==> config.mk <==
export PLATFORM = sky130hd
export DESIGN_NAME = port_input_store
export DESIGN_NICKNAME = d
export VERILOG_FILES = /design/src/rtl/pis_pkg.sv /design/src/rtl/pis_tstate_seq.sv /design/src/rtl/pis_bus_drive.sv /design/src/rtl/pis_reg_update.sv /design/src/rtl/port_input_store.sv
export SDC_FILE = /design/constraint.sdc
export NUM_CORES = 1
export LEC_CHECK = 0
export ABC_CLOCK_PERIOD_IN_PS = 2200
export BUFFER_PORTS_ARGS = -buffer_cell sky130_fd_sc_hd__buf_4
export CAP_MARGIN = 20
export CORE_ASPECT_RATIO = 2
export CORE_UTILIZATION = 51
export DETAILED_ROUTE_END_ITERATION = 12
export PLACE_DENSITY = 0.85
export SETUP_SLACK_MARGIN = 0.05
export SLEW_MARGIN = 20
export SYNTH_ARGS = -nofsm -noshare
export SYNTH_HDL_FRONTEND = slang
export SYNTH_SLANG_ARGS = --single-unit
==> constraint.sdc <==
create_clock -name clk -period 2.2 [get_ports clk]
set_input_delay 0.44 -clock clk [delete_from_list [all_inputs] [get_ports clk]]
set_output_delay 0.44 -clock clk [all_outputs]
set_load 0.02 [all_outputs]
==> src/rtl/pis_pkg.sv <==
package pis_pkg;
   localparam int FLAG_SIGN = 7;
   localparam int FLAG_ZERO = 6;
   localparam int FLAG_HALF = 4;
   localparam int FLAG_PAR  = 2;
   localparam int FLAG_SUB  = 1;
   localparam int FLAG_CRY  = 0;

   typedef enum logic [1:0] {
      MC_FETCH1 = 2'd0,
      MC_FETCH2 = 2'd1,
      MC_PORT   = 2'd2,
      MC_STORE  = 2'd3
   } mcycle_e;
endpackage

==> src/rtl/pis_tstate_seq.sv <==
module pis_tstate_seq
   import pis_pkg::*;
#(
   parameter int M1_T = 4,
   parameter int M2_T = 5,
   parameter int M3_T = 3,
   parameter int M4_T = 4,
   parameter int CW   = 5
) (
   input  logic          clk,
   input  logic          rst_n,
   input  logic          go,
   output logic          busy,
   output mcycle_e       mc,
   output logic [CW-1:0] t_in_m,
   output logic          last
);
   localparam int TOTAL = M1_T + M2_T + M3_T + M4_T;
   localparam logic [CW-1:0] END1  = CW'(M1_T);
   localparam logic [CW-1:0] END2  = CW'(M1_T + M2_T);
   localparam logic [CW-1:0] END3  = CW'(M1_T + M2_T + M3_T);
   localparam logic [CW-1:0] FINAL = CW'(TOTAL - 1);

   logic [CW-1:0] tcnt;

   always_ff @(posedge clk) begin
      if (!rst_n) begin
         busy <= 1'b0;
         tcnt <= '0;
      end else if (!busy) begin
         if (go) begin
            busy <= 1'b1;
            tcnt <= '0;
         end
      end else if (last) begin
         busy <= 1'b0;
         tcnt <= '0;
      end else begin
         tcnt <= tcnt + 1'b1;
      end
   end

   always_comb begin
      if (tcnt < END1) begin
         mc     = MC_FETCH1;
         t_in_m = tcnt;
      end else if (tcnt < END2) begin
         mc     = MC_FETCH2;
         t_in_m = tcnt - END1;
      end else if (tcnt < END3) begin
         mc     = MC_PORT;
         t_in_m = tcnt - END2;
      end else begin
         mc     = MC_STORE;
         t_in_m = tcnt - END3;
      end
   end

   assign last = busy && (tcnt == FINAL);
endmodule

==> src/rtl/pis_bus_drive.sv <==
module pis_bus_drive
   import pis_pkg::*;
#(
   parameter int DATA_W      = 8,
   parameter int CW          = 5,
   parameter int IO_STROBE_T = 1,
   parameter int WR_STROBE_T = 1
) (
   input  logic              busy,
   input  mcycle_e           mc,
   input  logic [CW-1:0]     t_in_m,
   input  logic [DATA_W-1:0] cnt_q,
   input  logic [DATA_W-1:0] port_q,
   input  logic [2*DATA_W-1:0] ptr_q,
   input  logic [DATA_W-1:0] byte_q,
   output logic [2*DATA_W-1:0] addr,
   output logic              io_rd,
   output logic              mem_wr,
   output logic [DATA_W-1:0] dout
);
   localparam logic [CW-1:0] IO_AT = CW'(IO_STROBE_T);
   localparam logic [CW-1:0] WR_AT = CW'(WR_STROBE_T);

   always_comb begin
      addr = '0;
      dout = '0;
      if (busy) begin
         unique case (mc)
            MC_PORT:  addr = {cnt_q, port_q};
            MC_STORE: begin
               addr = ptr_q;
               dout = byte_q;
            end
            default:  addr = '0;
         endcase
      end
   end

   assign io_rd  = busy && (mc == MC_PORT)  && (t_in_m == IO_AT);
   assign mem_wr = busy && (mc == MC_STORE) && (t_in_m == WR_AT);
endmodule

==> src/rtl/pis_reg_update.sv <==
module pis_reg_update
   import pis_pkg::*;
#(
   parameter int DATA_W = 8
) (
   input  logic [DATA_W-1:0]   cnt_q,
   input  logic [2*DATA_W-1:0] ptr_q,
   input  logic [7:0]          flags_q,
   output logic [DATA_W-1:0]   cnt_nx,
   output logic [2*DATA_W-1:0] ptr_nx,
   output logic [7:0]          flags_nx
);
   always_comb begin
      cnt_nx   = cnt_q - 1'b1;
      ptr_nx   = ptr_q + 1'b1;
      flags_nx = flags_q;
      flags_nx[FLAG_ZERO] = (cnt_nx == '0);
      flags_nx[FLAG_SUB]  = 1'b1;
      flags_nx[FLAG_CRY]  = flags_q[FLAG_CRY];
   end
endmodule

==> src/rtl/port_input_store.sv <==
module port_input_store
   import pis_pkg::*;
#(
   parameter int         DATA_W      = 8,
   parameter int         M1_T        = 4,
   parameter int         M2_T        = 5,
   parameter int         M3_T        = 3,
   parameter int         M4_T        = 4,
   parameter int         IO_STROBE_T = 1,
   parameter int         WR_STROBE_T = 1,
   parameter logic [7:0] TRIG_PREFIX = 8'hED,
   parameter logic [7:0] TRIG_CODE   = 8'hA2
) (
   input  logic                clk,
   input  logic                rst_n,
   input  logic                start,
   input  logic [7:0]          op_prefix,
   input  logic [7:0]          op_code,
   input  logic [DATA_W-1:0]   reg_b,
   input  logic [DATA_W-1:0]   reg_c,
   input  logic [2*DATA_W-1:0] reg_hl,
   input  logic [7:0]          flags_in,
   output logic [2*DATA_W-1:0] addr,
   output logic                io_rd,
   output logic                mem_wr,
   input  logic [DATA_W-1:0]   bus_din,
   output logic [DATA_W-1:0]   bus_dout,
   output logic                done,
   output logic [DATA_W-1:0]   b_out,
   output logic [2*DATA_W-1:0] hl_out,
   output logic [7:0]          flags_out
);
   localparam int TOTAL = M1_T + M2_T + M3_T + M4_T;
   localparam int CW    = $clog2(TOTAL + 1);

   generate
      if (DATA_W < 1) begin : g_bad_width
         $error("DATA_W must be positive");
      end
      if (IO_STROBE_T < 0 || IO_STROBE_T >= M3_T) begin : g_bad_io
         $error("IO_STROBE_T must fall inside the port cycle");
      end
      if (WR_STROBE_T < 0 || WR_STROBE_T >= M4_T) begin : g_bad_wr
         $error("WR_STROBE_T must fall inside the store cycle");
      end
      if (M1_T < 1 || M2_T < 1) begin : g_bad_fetch
         $error("fetch cycles need at least one T-state");
      end
   endgenerate

   logic                busy;
   logic                last;
   logic                accept;
   mcycle_e             mc;
   logic [CW-1:0]       t_in_m;
   logic [DATA_W-1:0]   cnt_q, port_q, byte_q;
   logic [2*DATA_W-1:0] ptr_q;
   logic [7:0]          flg_q;
   logic [DATA_W-1:0]   cnt_nx;
   logic [2*DATA_W-1:0] ptr_nx;
   logic [7:0]          flg_nx;

   assign accept = start && !busy && (op_prefix == TRIG_PREFIX) && (op_code == TRIG_CODE);

   pis_tstate_seq #(
      .M1_T(M1_T), .M2_T(M2_T), .M3_T(M3_T), .M4_T(M4_T), .CW(CW)
   ) i_seq (
      .clk(clk), .rst_n(rst_n), .go(accept),
      .busy(busy), .mc(mc), .t_in_m(t_in_m), .last(last)
   );

   pis_bus_drive #(
      .DATA_W(DATA_W), .CW(CW), .IO_STROBE_T(IO_STROBE_T), .WR_STROBE_T(WR_STROBE_T)
   ) i_bus (
      .busy(busy), .mc(mc), .t_in_m(t_in_m),
      .cnt_q(cnt_q), .port_q(port_q), .ptr_q(ptr_q), .byte_q(byte_q),
      .addr(addr), .io_rd(io_rd), .mem_wr(mem_wr), .dout(bus_dout)
   );

   pis_reg_update #(.DATA_W(DATA_W)) i_upd (
      .cnt_q(cnt_q), .ptr_q(ptr_q), .flags_q(flg_q),
      .cnt_nx(cnt_nx), .ptr_nx(ptr_nx), .flags_nx(flg_nx)
   );

   always_ff @(posedge clk) begin
      if (!rst_n) begin
         cnt_q  <= '0;
         port_q <= '0;
         ptr_q  <= '0;
         flg_q  <= '0;
         byte_q <= '0;
      end else begin
         if (accept) begin
            cnt_q  <= reg_b;
            port_q <= reg_c;
            ptr_q  <= reg_hl;
            flg_q  <= flags_in;
         end
         if (io_rd) begin
            byte_q <= bus_din;
         end
      end
   end

   always_ff @(posedge clk) begin
      if (!rst_n) begin
         done      <= 1'b0;
         b_out     <= '0;
         hl_out    <= '0;
         flags_out <= '0;
      end else begin
         done <= last;
         if (last) begin
            b_out     <= cnt_nx;
            hl_out    <= ptr_nx;
            flags_out <= flg_nx;
         end
      end
   end
endmodule

Word level (Yosys, flattened, before mapping)
Cells that the tools add are included.

operators by class
  equality and inequality tests = 6
  add/sub/neg operators = 6
  $lt $le $gt $ge = 3
  reductions and logical operators = 11
  multiplexer cells = 16

operators with widths
  operator                 count
  $pmux W16 S2             1
  $mux W5                  6
  $add A16 B1 Y16 const B  1
  $eq A8 B8 Y1 const B     2
  $mux W16                 1
  $mux W8                  2
  $lt A5 B4 Y1 const B     2
  $sub A5 B4 Y5 const B    2
  $logic_and A1 B1 Y1      8
  $logic_not A8 Y1         1
  $sub A8 B1 Y8 const B    1
  $add A5 B1 Y5 const B    1
  $eq A5 B1 Y1 const B     1
  $eq A5 B4 Y1 const B     1
  $lt A5 B3 Y1 const B     1
  $sub A5 B3 Y5 const B    1
  $eq A2 B2 Y1 const B     2
  $mux W1                  4
  $mux W2                  2
  $reduce_bool A2 Y1       1
  $logic_not A1 Y1         1

storage, ports and cells
  word-level logic and storage cells = 53
  input port bits = 67
  register bits after elaboration = 87

Longest topological paths before layout
Gate-level depths: netlist of the first run.

  depth after elaboration = 7
  mapped depth = 8
  gate-level depth less buffers = 7

Cells and area by module
A second synthesis of the first run with hierarchy kept.

second synthesis, totals
  cells, all modules = 497
  area total of the unflattened synthesis = 4473.0 um^2

modules (own cells, without submodules)
  module            times used  area an instance (um^2)  cells each  sequential area each (um^2)
  port_input_store  1           3166.8                   312         1621.6
  pis_tstate_seq    1           488.0                    65          120.1
  pis_reg_update    1           478.0                    69          0.0
  pis_bus_drive     1           340.3                    51          0.0

Least setup slack after synthesis of the first run
Ideal clock, no wire load.

  kind = register to output
  start = reg i_seq.tcnt[2]
  end = out mem_wr
  arrival time = 1739 ps
  required time = 1760 ps
  stages on the path, launching flop included = 5
  path slack = 21 ps
  path through = dfxtp_1 > inv_1 > ha_1 > a2bb2oi_1 > nor4b_1

on the way
  longest elaborated chain between the ends = 7
  elaborated cells between the ends (all ways) = 16
  those cells by class = 3 x add/sub; 3 x order compare; 2 x eq/ne; 6 x mux; 2 x reduce/logical

ends and longest elaborated chain
  element                                                line                    RTL
  from (decl)                                            pis_tstate_seq.sv:24    logic [CW-1:0] tcnt;
  from (signal assigned)                                 pis_tstate_seq.sv:39    tcnt <= tcnt + 1'b1;
  branches (longest 6 deep; another with $sub A5 B4 Y5)  -
  $logic_and A1 B1 Y1 (*)                                pis_bus_drive.sv:40     assign mem_wr = busy && (mc == MC_STORE) && (t_in_m == WR_AT);
  to (decl)                                              port_input_store.sv:25  output logic mem_wr,

Mark *: on every way between the ends.

Worst setup path in the final report of the first run
Ends and elaborated chain as after synthesis.

==> results of run 1 <==
[what timing repair did]
item | in CTS | in global routing
pin swaps | 1 | 15
setup endpoints to repair | 19 | 17
resized for setup | 19 | 23
cloned | 0 | 0
setup buffers | 7 | 4
[stage by stage]
step / cells / setup slack (ns) / cell area, µm² / total power, W
after detailed placement: 666 / 0.0157 / 5070 / 0.00170
after floorplan: 471 / 0.282 / 4070 / 0.00161
after global placement: 666 / 0.0571 / 5070 / 0.00170
final: 694 / 0.0412 / 5570 / 0.00307
after CTS: 689 / 0.0514 / 5450 / 0.00309
after global routing: 694 / -0.0391 / 5570 / 0.00317
[power breakdown]
group / switching (W) / internal, W / total [W]
Combinational: 0.0000393 / 0.0000917 / 0.000131
Sequential: 0.00000000717 / 0.00153 / 0.00153
Clock: 0.000583 / 0.000820 / 0.00140
[state kept, by name, summed over array words and instances, names as in the netlist]
name and cells:
port_q 8, b_out 8, i_seq.tcnt 5, flags_out 8
hl_out 16, ptr_q 16, byte_q 8, cnt_q 8
flg_q 6, i_seq.busy 1, done 1
[metal layers]
layer  vias to the layer above  track usage, %  share of wire (%)
met5                         -               0                  0
met2                       107            50.6                 57
met1                      1826            28.7                 35
li1                       1861               -                  -
met3                        37            6.49                3.6
met4                         0            18.7                4.5
[cell usage after synthesis (all sizes together), types with 10 or more instances]
cell type  instances
o211a             11
xnor2             12
inv               10
a21boi            47
o21ai             18
dfxtp             85
nand2            114
nand3             11
buf               19
and2              11
a22o              14
nor2b             10
a21oi             15
clkbuf            16
[layout make-up]
cell class                 instances  share of cell area, %
multi-input combinational        341                   39.7
sequential                        85                   30.8
timing repair buffer             147                   21.5
clock buffer                      12                   4.60
tap                               94                   2.11
inverter                          10                  0.763
clock inverter                     4                  0.404
antenna                            1                 0.0449
[path summary, 6_finish.rpt]
check | from | end | slack, ns | cells past startpoint
hold / removal | reg_hl[1] | ptr_q[1] | 0.35 | 3
setup reg to reg | i_seq.tcnt[3] | byte_q[3] | 0.33 | 9
hold reg to reg | port_q[3] | port_q[3] | 0.45 | 2
setup / recovery | i_seq.tcnt[2] | mem_wr | 0.04 | 6
[critical path, delay by kind of cell, from the launching register on]
kind / cells / cell delay (ns)
DFF: 1 / 0.40
adders and majority gates: 1 / 0.27
and+or+nand+nor: 1 / 0.27
buffers and inverters: 2 / 0.24
AOI/OAI and AO/OA: 2 / 0.21
[cells by family after synthesis]
family	count (synthesis)	synth area share, %
compound gates	120	21.8
xor+xnor	20	4.31
fa+ha+maj	8	2.46
buf+inv	45	5.26
flops	85	41.8
mux	9	2.21
simple gates	184	22.1
==> run_results.csv, run 1 <==
group,metric,value,unit
floorplanning,top_level_ports,126,
clocking,clock_sinks,85,
drt,first_pass_iters,5,
floorplanning,start_util,53.1,%
cells_and_area,drive_above_1_share,32.4,%
logic_synthesis,synth.avg_cell_area,8.64,µm²
cells_and_area,final_common_cell,"buf_4",
timing,max_freq,463,MHz
timing,tightest_slew,0.479,ns
clocking,cts_root_buffer,"clkbuf_16",
clocking,cts_max_path_buffers,2,
clocking,cts_tree,"yes",
timing,slew_viol_final,0,
clocking,htreeDepth,3,
cells_and_area,fillers,592,
logic_synthesis,syn_nets,546,
placement,post-dp-hpwl,7.98,mm
timing,slew_headroom,67.7,%
drt,ant_nets,0,
setup_path,cpPeakStageDelay,0.40,ns
clocking,clk_pin_slew_worst_paths,0.06,ns
timing,post-route-period-util,98.1,%
setup_path,critical_path.max_fanout,6,
placement,io_buffers,123,
pwr,power.density,551,nW/µm²
logic_synthesis,synthCells,471,
cells_and_area,final_core_util,72.8,%
status,outcome,"finished clean",
grt,grt_max_degree,55,
clocking,cts-buffers-inserted,9,
clocking,hold_buffers,0,
logic_synthesis,yosys.area.top_type,"dfxtp_1",
pwr,peakVddDrop,0.000511,V
cells_and_area,nets,669,
timing,setup_viol,0,
job,max_cap_viol_count,0,
setup_path,cp.arrival,1.72,ns
logic_synthesis,ys_types,53,
logic_synthesis,ys_seq_area_share,41.8,%
setup_path,critPathSlowestCell,"dfxtp_4",
floorplanning,die_area,8360,µm²
drt,drt_first_iter_violations,238,
floorplanning,core-area,7660,µm²
timing,rsz0062_at_grt,"yes",
logic_synthesis,ys.flop_type,"dfxtp_1",
cells_and_area,syn_to_final_growth,37.0,%
cells_and_area,layout_common_cells,"buf_4 (127), nand2_1 (113), dfxtp_1 (81)",
floorplanning,die_w,65.2,µm
grt,grt_pass1_wl,18.0,mm
drt,via_count,3831,
grt,gr-total-overflow,0,
cells_and_area,seq_area,1720,µm²
logic_synthesis,synth_top_area_share,41.8,%
worst_hold_path,hp-class,"input pin to flip-flop",
grt,grt_pass1_vias,3806,
setup_path,cp_cell_sequence,"inv_6 -> ha_4 -> a221o_1 -> o21ai_2 -> nor4b_2 -> buf_4",
grt,grt_usage,28.4,%
timing,hold_viol,0,
drt,wl_per_cell,16.3,µm
clocking,clk-insertion-delay-late,0.34,ns
setup_path,critPathKind,"flip-flop to primary output",
logic_synthesis,synthTopCellsByArea,"dfxtp_1 (42%), nand2_1 (10%), a21boi_1 (7.2%), a22o_1 (3.0%), o211a_1 (2.7%)",
setup_path,required,1.76,ns
logic_synthesis,synth_edf_count,0,
timing,fin_crit,2.16,ns
setup_path,critPathCaptureType,"primary output",
drt,drc,0,
grt,antenna_found_initial,1,
logic_synthesis,ys_ff_latch,85,
drt,routed_via_density,5.52,
pwr,power_leakage,2.35,nW
timing,worst_clock_skew,0.00457,ns
cells_and_area,multi_input_area,2210,µm²
setup_path,start_kind,"flip-flop",
logic_synthesis,synthArstFlopShare,0,%
drt,wl,11.3,mm
timing,tns,0,ns
logic_synthesis,yosys_warnings,0,
timing,timing.hold.ws,0.350,ns
logic_synthesis,syn_area,4070,µm²
placement,place_congestion,0.839,
floorplanning,die_y,128,µm
floorplanning,rows,45,
No activity file was read; power rests on OpenSTA's default activity.
==> run 2, diff against run 1 <==
CORE_ASPECT_RATIO = 1.25   (was 2)
CORE_UTILIZATION = 53   (was 51)
PLACE_DENSITY = 0.86   (was 0.85)
SYNTH_HIERARCHICAL = 1   (was unset)
==> run 2 against run 1 <==
Non-clock buffer count is 5 lower. Area after synthesis is 8.1% higher. Worst hold slack worse by 0.018 ns. Power is 7.4% lower. The flow now finishes with violations (negative setup slack). Largest cell class unchanged.
==> run_results.csv, run 2 <==
group,metric,value,unit
grt,grt_usage,24.8,%
timing,slew_viol_final,0,
grt,antenna_found_initial,0,
clocking,hold_buffers,0,
drt,drc,0,
worst_hold_path,hold_end,"port_q[3]",
drt,drt_first_iter_violations,161,
floorplanning,die_w,83.5,µm
pwr,power_leakage,2.21,nW
clocking,cts_max_path_buffers,2,
cells_and_area,layout_common_cells,"buf_4 (128), mux2i_1 (94), nand2_1 (88)",
placement,post-place-cells,689,
logic_synthesis,synth.avg_cell_area,8.99,µm²
clocking,cts_root_buffer,"clkbuf_8",
timing,worst_clock_skew,0.0113,ns
timing,setup_ws,-0.304,ns
grt,grt_max_degree,50,
drt,routed_via_density,5.31,
setup_path,worst-path-buf-inv,2,
placement,io_buffers,123,
setup_path,required,1.76,ns
timing,setup_viol,26,
logic_synthesis,syn_area,4400,µm²
drt,ant_nets,0,
floorplanning,top_level_ports,126,
cells_and_area,syn_to_final_growth,30.6,%
drt,wl,10.7,mm
cells_and_area,fin_cells,707,
setup_path,start_kind,"flip-flop",
grt,gr-total-overflow,0,
setup_path,reg2reg_depth,8,
worst_hold_path,whs_path_depth,3,
timing,hold_viol,0,
clocking,cts-buffers-inserted,9,
placement,place_congestion,0.880,
clocking,cts_tree,"yes",
setup_path,r2r_start,"i_seq/tcnt[2]",
cells_and_area,drive_above_1_share,30.2,%
status,violations,"negative setup slack",
setup_path,cp_cell_sequence,"or2_4 -> o211ai_1 -> buf_6 -> mux2i_1 -> nor2_1 -> buf_4",
logic_synthesis,syn_nets,564,
floorplanning,start_util,55.5,%
timing,slew_headroom,57.5,%
timing,max_freq,399,MHz
placement,post-place-ws,0.00710,ns
status,outcome,"complete, but fails checks",
drt,via_count,3751,
floorplanning,die_area,8670,µm²
timing,rsz0062_at_grt,"yes",
placement,post-dp-hpwl,7.71,mm
clocking,clk-insertion-delay-late,0.35,ns
cells_and_area,reg.largest.list,"hl_out: 16 flops, ptr_q: 16 flops",
floorplanning,core-area,7930,µm²
timing,tightest_slew,0.632,ns
logic_synthesis,synthCells,489,
setup_path,cpPeakStageDelay,0.38,ns
clocking,htreeDepth,3,
clocking,clock_sinks,85,
cells_and_area,antenna_cells,0,
timing,fin_crit,2.50,ns
pwr,peakVddDrop,0.000370,V
setup_path,crit_family,"buffers and inverters",
drt,first_pass_iters,4,
timing,post-route-period-util,114,%
floorplanning,rows,36,
setup_path,critical_path.max_fanout,12,
drt,wl_per_cell,15.1,µm
timing,tns,-6.18,ns
job,max_cap_viol_count,0,
grt,grt_pass1_wl,17.4,mm
grt,grt_pass1_vias,3625,
logic_synthesis,yosys_warnings,6,
floorplanning,die_y,104,µm
cells_and_area,final_common_cell,"buf_4",
setup_path,critPathKind,"flip-flop to primary output",
setup_path,critPathSlowestCell,"o211ai_1",
worst_hold_path,worstHoldStart,"reg_c[3]",
clocking,clk_pin_slew_worst_paths,0.09,ns
setup_path,critPathCaptureType,"primary output",
setup_path,ff2ff_setup_slack,0.08,ns
pwr,power.density,494,nW/µm²
worst_hold_path,hp-class,"input pin to flip-flop",
setup_path,cp.arrival,2.06,ns
cells_and_area,nets,682,
setup_path,r2r_end,"byte_q[0]",
cells_and_area,fillers,579,
-- run 2: per-stage QoR --
step / total power, W / hold WS [ns] / utilization [%] / area [µm²]
after floorplan: 0.00163 / 0.434 / - / 4440
after global placement: 0.00172 / 0.442 / 68.5 / 5430
after detailed placement: 0.00173 / 0.449 / 68.5 / 5430
after CTS: 0.00286 / 0.322 / 71.9 / 5700
after global routing: 0.00294 / 0.323 / 72.5 / 5750
final: 0.00284 / 0.332 / 72.5 / 5750
-- run 2: report_power, final --
group | leakage [nW] | total (W) | switching [W] | internal (W)
sequential | 0.687 | 0.00153 | 0.00000000747 | 0.00153
clock | 0.106 | 0.00115 | 0.000608 | 0.000543
combinational | 1.42 | 0.000156 | 0.0000593 | 0.0000967
-- run 2: cell type report --
class,count,area (µm²),area share [%]
clock buffers,9,124,2.16
clock inverters,7,81.3,1.42
inverters,12,45.0,0.784
multi-input cells,357,2520,43.8
flip-flops and latches,85,1710,29.8
well taps,95,119,2.07
repair buffers,142,1140,19.9
-- run 2: routing by layer --
metal / global-route usage, % / routed length (µm) / vias to the layer above
li1: - / - / 1878
met1: 30.2 / 4380 / 1733
met2: 44.0 / 5470 / 117
met3: 3.75 / 573 / 23
met4: 9.08 / 240 / 0
met5: 0 / 0 / -
-- run 2: worst register-to-register path, cell delays in order (launching register included) --
cell and delay [ns]:
dfxtp_2 0.34, buf_6 0.14, nor3b_4 0.30, a21oi_2 0.12, or4_4 0.53, nor2_4 0.12, buf_6 0.16, mux2i_2 0.23
nor2b_1 0.07
-- run 2: timing repair --
item / in CTS / in global routing
pin swaps: 4 / 2
setup endpoints to repair: 34 / 34
buffers inserted: 3 / 0
resized for setup: 14 / 12
-- run 2: how the worst max path moves through the flow --
| stage | startpoint | to | slack [ns] | cells past startpoint |
|---|---|---|---|---|
| 2_1_floorplan | i_seq/tcnt[2] | byte_q[0] | 0.05 | 11 |
| 3_3_place_gp | i_seq/tcnt[1] | io_rd | 0.09 | 8 |
| 3_5_place_dp | i_seq/tcnt[3] | byte_q[1] | 0.007 | 7 |
| 4_1_cts | i_seq/tcnt[2] | io_rd | -0.28 | 7 |
| 5_1_grt | i_seq/tcnt[0] | addr[9] | -0.38 | 6 |
| 6_report | i_seq/tcnt[0] | addr[9] | -0.30 | 6 |
==> run 3, diff against run 2 <==
--- a/config.mk
+++ b/config.mk
@@ -11,5 +11,6 @@
 export CORE_ASPECT_RATIO = 1.25
-export CORE_UTILIZATION = 53
+export CORE_UTILIZATION = 54
+export CTS_BUF_LIST = sky130_fd_sc_hd__clkbuf_8
 export DETAILED_ROUTE_END_ITERATION = 12
-export PLACE_DENSITY = 0.86
+export PLACE_DENSITY = 0.87
 export SETUP_SLACK_MARGIN = 0.05
==> constraint.sdc (replaced) <==
create_clock -name clk -period 2.2 [get_ports clk]
set_input_delay 0.33 -clock clk [delete_from_list [all_inputs] [get_ports clk]]
set_output_delay 0.33 -clock clk [all_outputs]
set_load 0.02 [all_outputs]
==> run 3 against run 2 <==
The flow still finishes with violations (negative setup slack). Sequential power hardly changed. Worst hold slack lost 0.12 ns. Non-clock buffer count rose by 13. Clock power is 17% higher. Largest cell class unchanged.
==> run_results.csv, run 3 (synthesized netlist as in run 2, its figures left out) <==
group,metric,value,unit
setup_path,cp.arrival,2.13,ns
setup_path,critPathCaptureType,"primary output",
cells_and_area,reg.largest.list,"hl_out: 16 flops, ptr_q: 16 flops",
floorplanning,die_w,82.7,µm
setup_path,critPathKind,"flip-flop to primary output",
clocking,clock_sinks,85,
timing,post-route-period-util,112,%
timing,setup_ws,-0.258,ns
clocking,cts_max_path_buffers,2,
floorplanning,core-area,7840,µm²
cells_and_area,syn_to_final_growth,37.5,%
pwr,power_leakage,2.32,nW
clocking,cts_root_buffer,"clkbuf_8",
floorplanning,rows,36,
timing,tightest_slew,0.521,ns
placement,io_buffers,123,
drt,wl_per_cell,16.5,µm
placement,place_congestion,0.857,
grt,grt_max_degree,73,
setup_path,crit_family,"buffers and inverters",
floorplanning,start_util,56.1,%
timing,rsz0062_at_grt,"yes",
timing,setup_viol,32,
setup_path,worst-path-buf-inv,3,
setup_path,critical_path.max_fanout,5,
pwr,power.density,503,nW/µm²
floorplanning,die_area,8510,µm²
grt,antenna_found_initial,0,
timing,max_freq,407,MHz
cells_and_area,nets,695,
worst_hold_path,worstHoldStart,"flags_in[0]",
placement,post-place-ws,-0.0284,ns
status,violations,"negative setup slack",
cells_and_area,fin_cells,720,
setup_path,start_kind,"flip-flop",
cells_and_area,antenna_cells,0,
timing,hold_viol,0,
status,outcome,"complete, but fails checks",
grt,grt_pass1_vias,3772,
setup_path,startpoint,"i_seq/tcnt[1]",
setup_path,r2r_start,"i_seq/tcnt[3]",
drt,ant_nets,0,
setup_path,cpPeakStageDelay,0.37,ns
drt,via_count,3995,
drt,wl,11.9,mm
setup_path,cp_cell_sequence,"or2_4 -> o211ai_1 -> buf_4 -> buf_8 -> mux2i_1 -> nor2_1 -> buf_4",
grt,grt_pass1_wl,17.2,mm
setup_path,critPathSlowestCell,"dfxtp_4",
pwr,peakVddDrop,0.000555,V
worst_hold_path,hp-class,"input pin to flip-flop",
cells_and_area,final_common_cell,"buf_4",
drt,first_pass_iters,5,
clocking,cts_tree,"yes",
clocking,clk_pin_slew_worst_paths,0.09,ns
clocking,htreeDepth,3,
setup_path,required,1.87,ns
clocking,clk-insertion-delay-late,0.35,ns
timing,worst_clock_skew,0.0135,ns
drt,routed_via_density,5.55,
cells_and_area,drive_above_1_share,34.2,%
drt,drc,0,
drt,drt_first_iter_violations,192,
setup_path,cpMostUsedCell,"buf_4",
timing,slew_viol_final,0,
grt,grt_usage,26.8,%
timing,fin_crit,2.46,ns
timing,tns,-4.37,ns
floorplanning,top_level_ports,126,
placement,post-dp-hpwl,7.77,mm
job,max_cap_viol_count,0,
placement,post-place-cells,686,
cells_and_area,layout_common_cells,"buf_4 (134), mux2i_1 (92), nand2_1 (88)",
grt,gr-total-overflow,0,
timing,slew_headroom,64.9,%
floorplanning,die_y,103,µm
clocking,cts-buffers-inserted,9,
-- run 3: changes by cell type in the layout (fill, tap and decap cells not counted), sizes merged --
cell,delta
clkbuf,+1
bufinv,+2
buf,+13
clkinvlp,+1
clkinv,-3
inv,-1
-- run 3: final timing paths --
check	cells past startpoint	slack (ns)	end
setup / recovery	7	-0.26	addr[2]
hold / removal	3	0.22	flg_q[0]
setup reg to reg	9	-0.08	byte_q[6]
hold reg to reg	2	0.46	port_q[7]
-- run 3: repair_timing --
item | 4_1_cts | 5_1_grt
endpoints found under the setup margin | 34 | 34
resized for setup | 31 | 29
hold buffers | 0 | 0
gates cloned | 1 | 0
pin swaps | 5 | 7
buffers inserted | 13 | 5
-- run 3: metal layers --
layer	vias up	track usage, %	share of wire (%)	wire (µm)
li1	1894	-	-	-
met1	1870	30.5	39	4610
met2	180	46.8	50	5990
met3	51	4.16	6.3	747
met4	0	15.6	4.4	526
met5	-	0	0	0
-- run 3: worst reg2reg max path, stage by stage (launching register included) --
cell and delay (ns):
dfxtp_4 0.37, inv_2 0.13, o211ai_1 0.19, buf_4 0.23, or4_4 0.55, nor2_4 0.12, buf_4 0.14, buf_12 0.12
mux2i_2 0.25, nor2b_1 0.07
-- run 3: area by class of cell --
class	count	area, µm²
Tap cell	95	119
Multi-Input combinational cell	357	2600
Fill cell	523	1790
Inverter	12	47.5
Clock buffer	10	138
Sequential cell	85	1720
Timing Repair Buffer	155	1320
Clock inverter	6	110
-- run 3: power breakdown --
part | leakage [nW] | internal, W | switching (W)
Combinational | 1.51 | 0.0000947 | 0.0000601
Clock | 0.124 | 0.000786 | 0.000568
Sequential | 0.688 | 0.00153 | 0.00000000801
-- run 3: per-stage QoR --
stage / total power, W / hold WS [ns] / area [µm²] / utilization, %
floorplan: 0.00163 / 0.434 / 4440 / -
global placement: 0.00172 / 0.442 / 5440 / 69.3
detailed placement: 0.00173 / 0.453 / 5440 / 69.3
CTS: 0.00306 / 0.206 / 5890 / 75.2
global route: 0.00314 / 0.217 / 6050 / 77.1
finish: 0.00304 / 0.217 / 6050 / 77.1
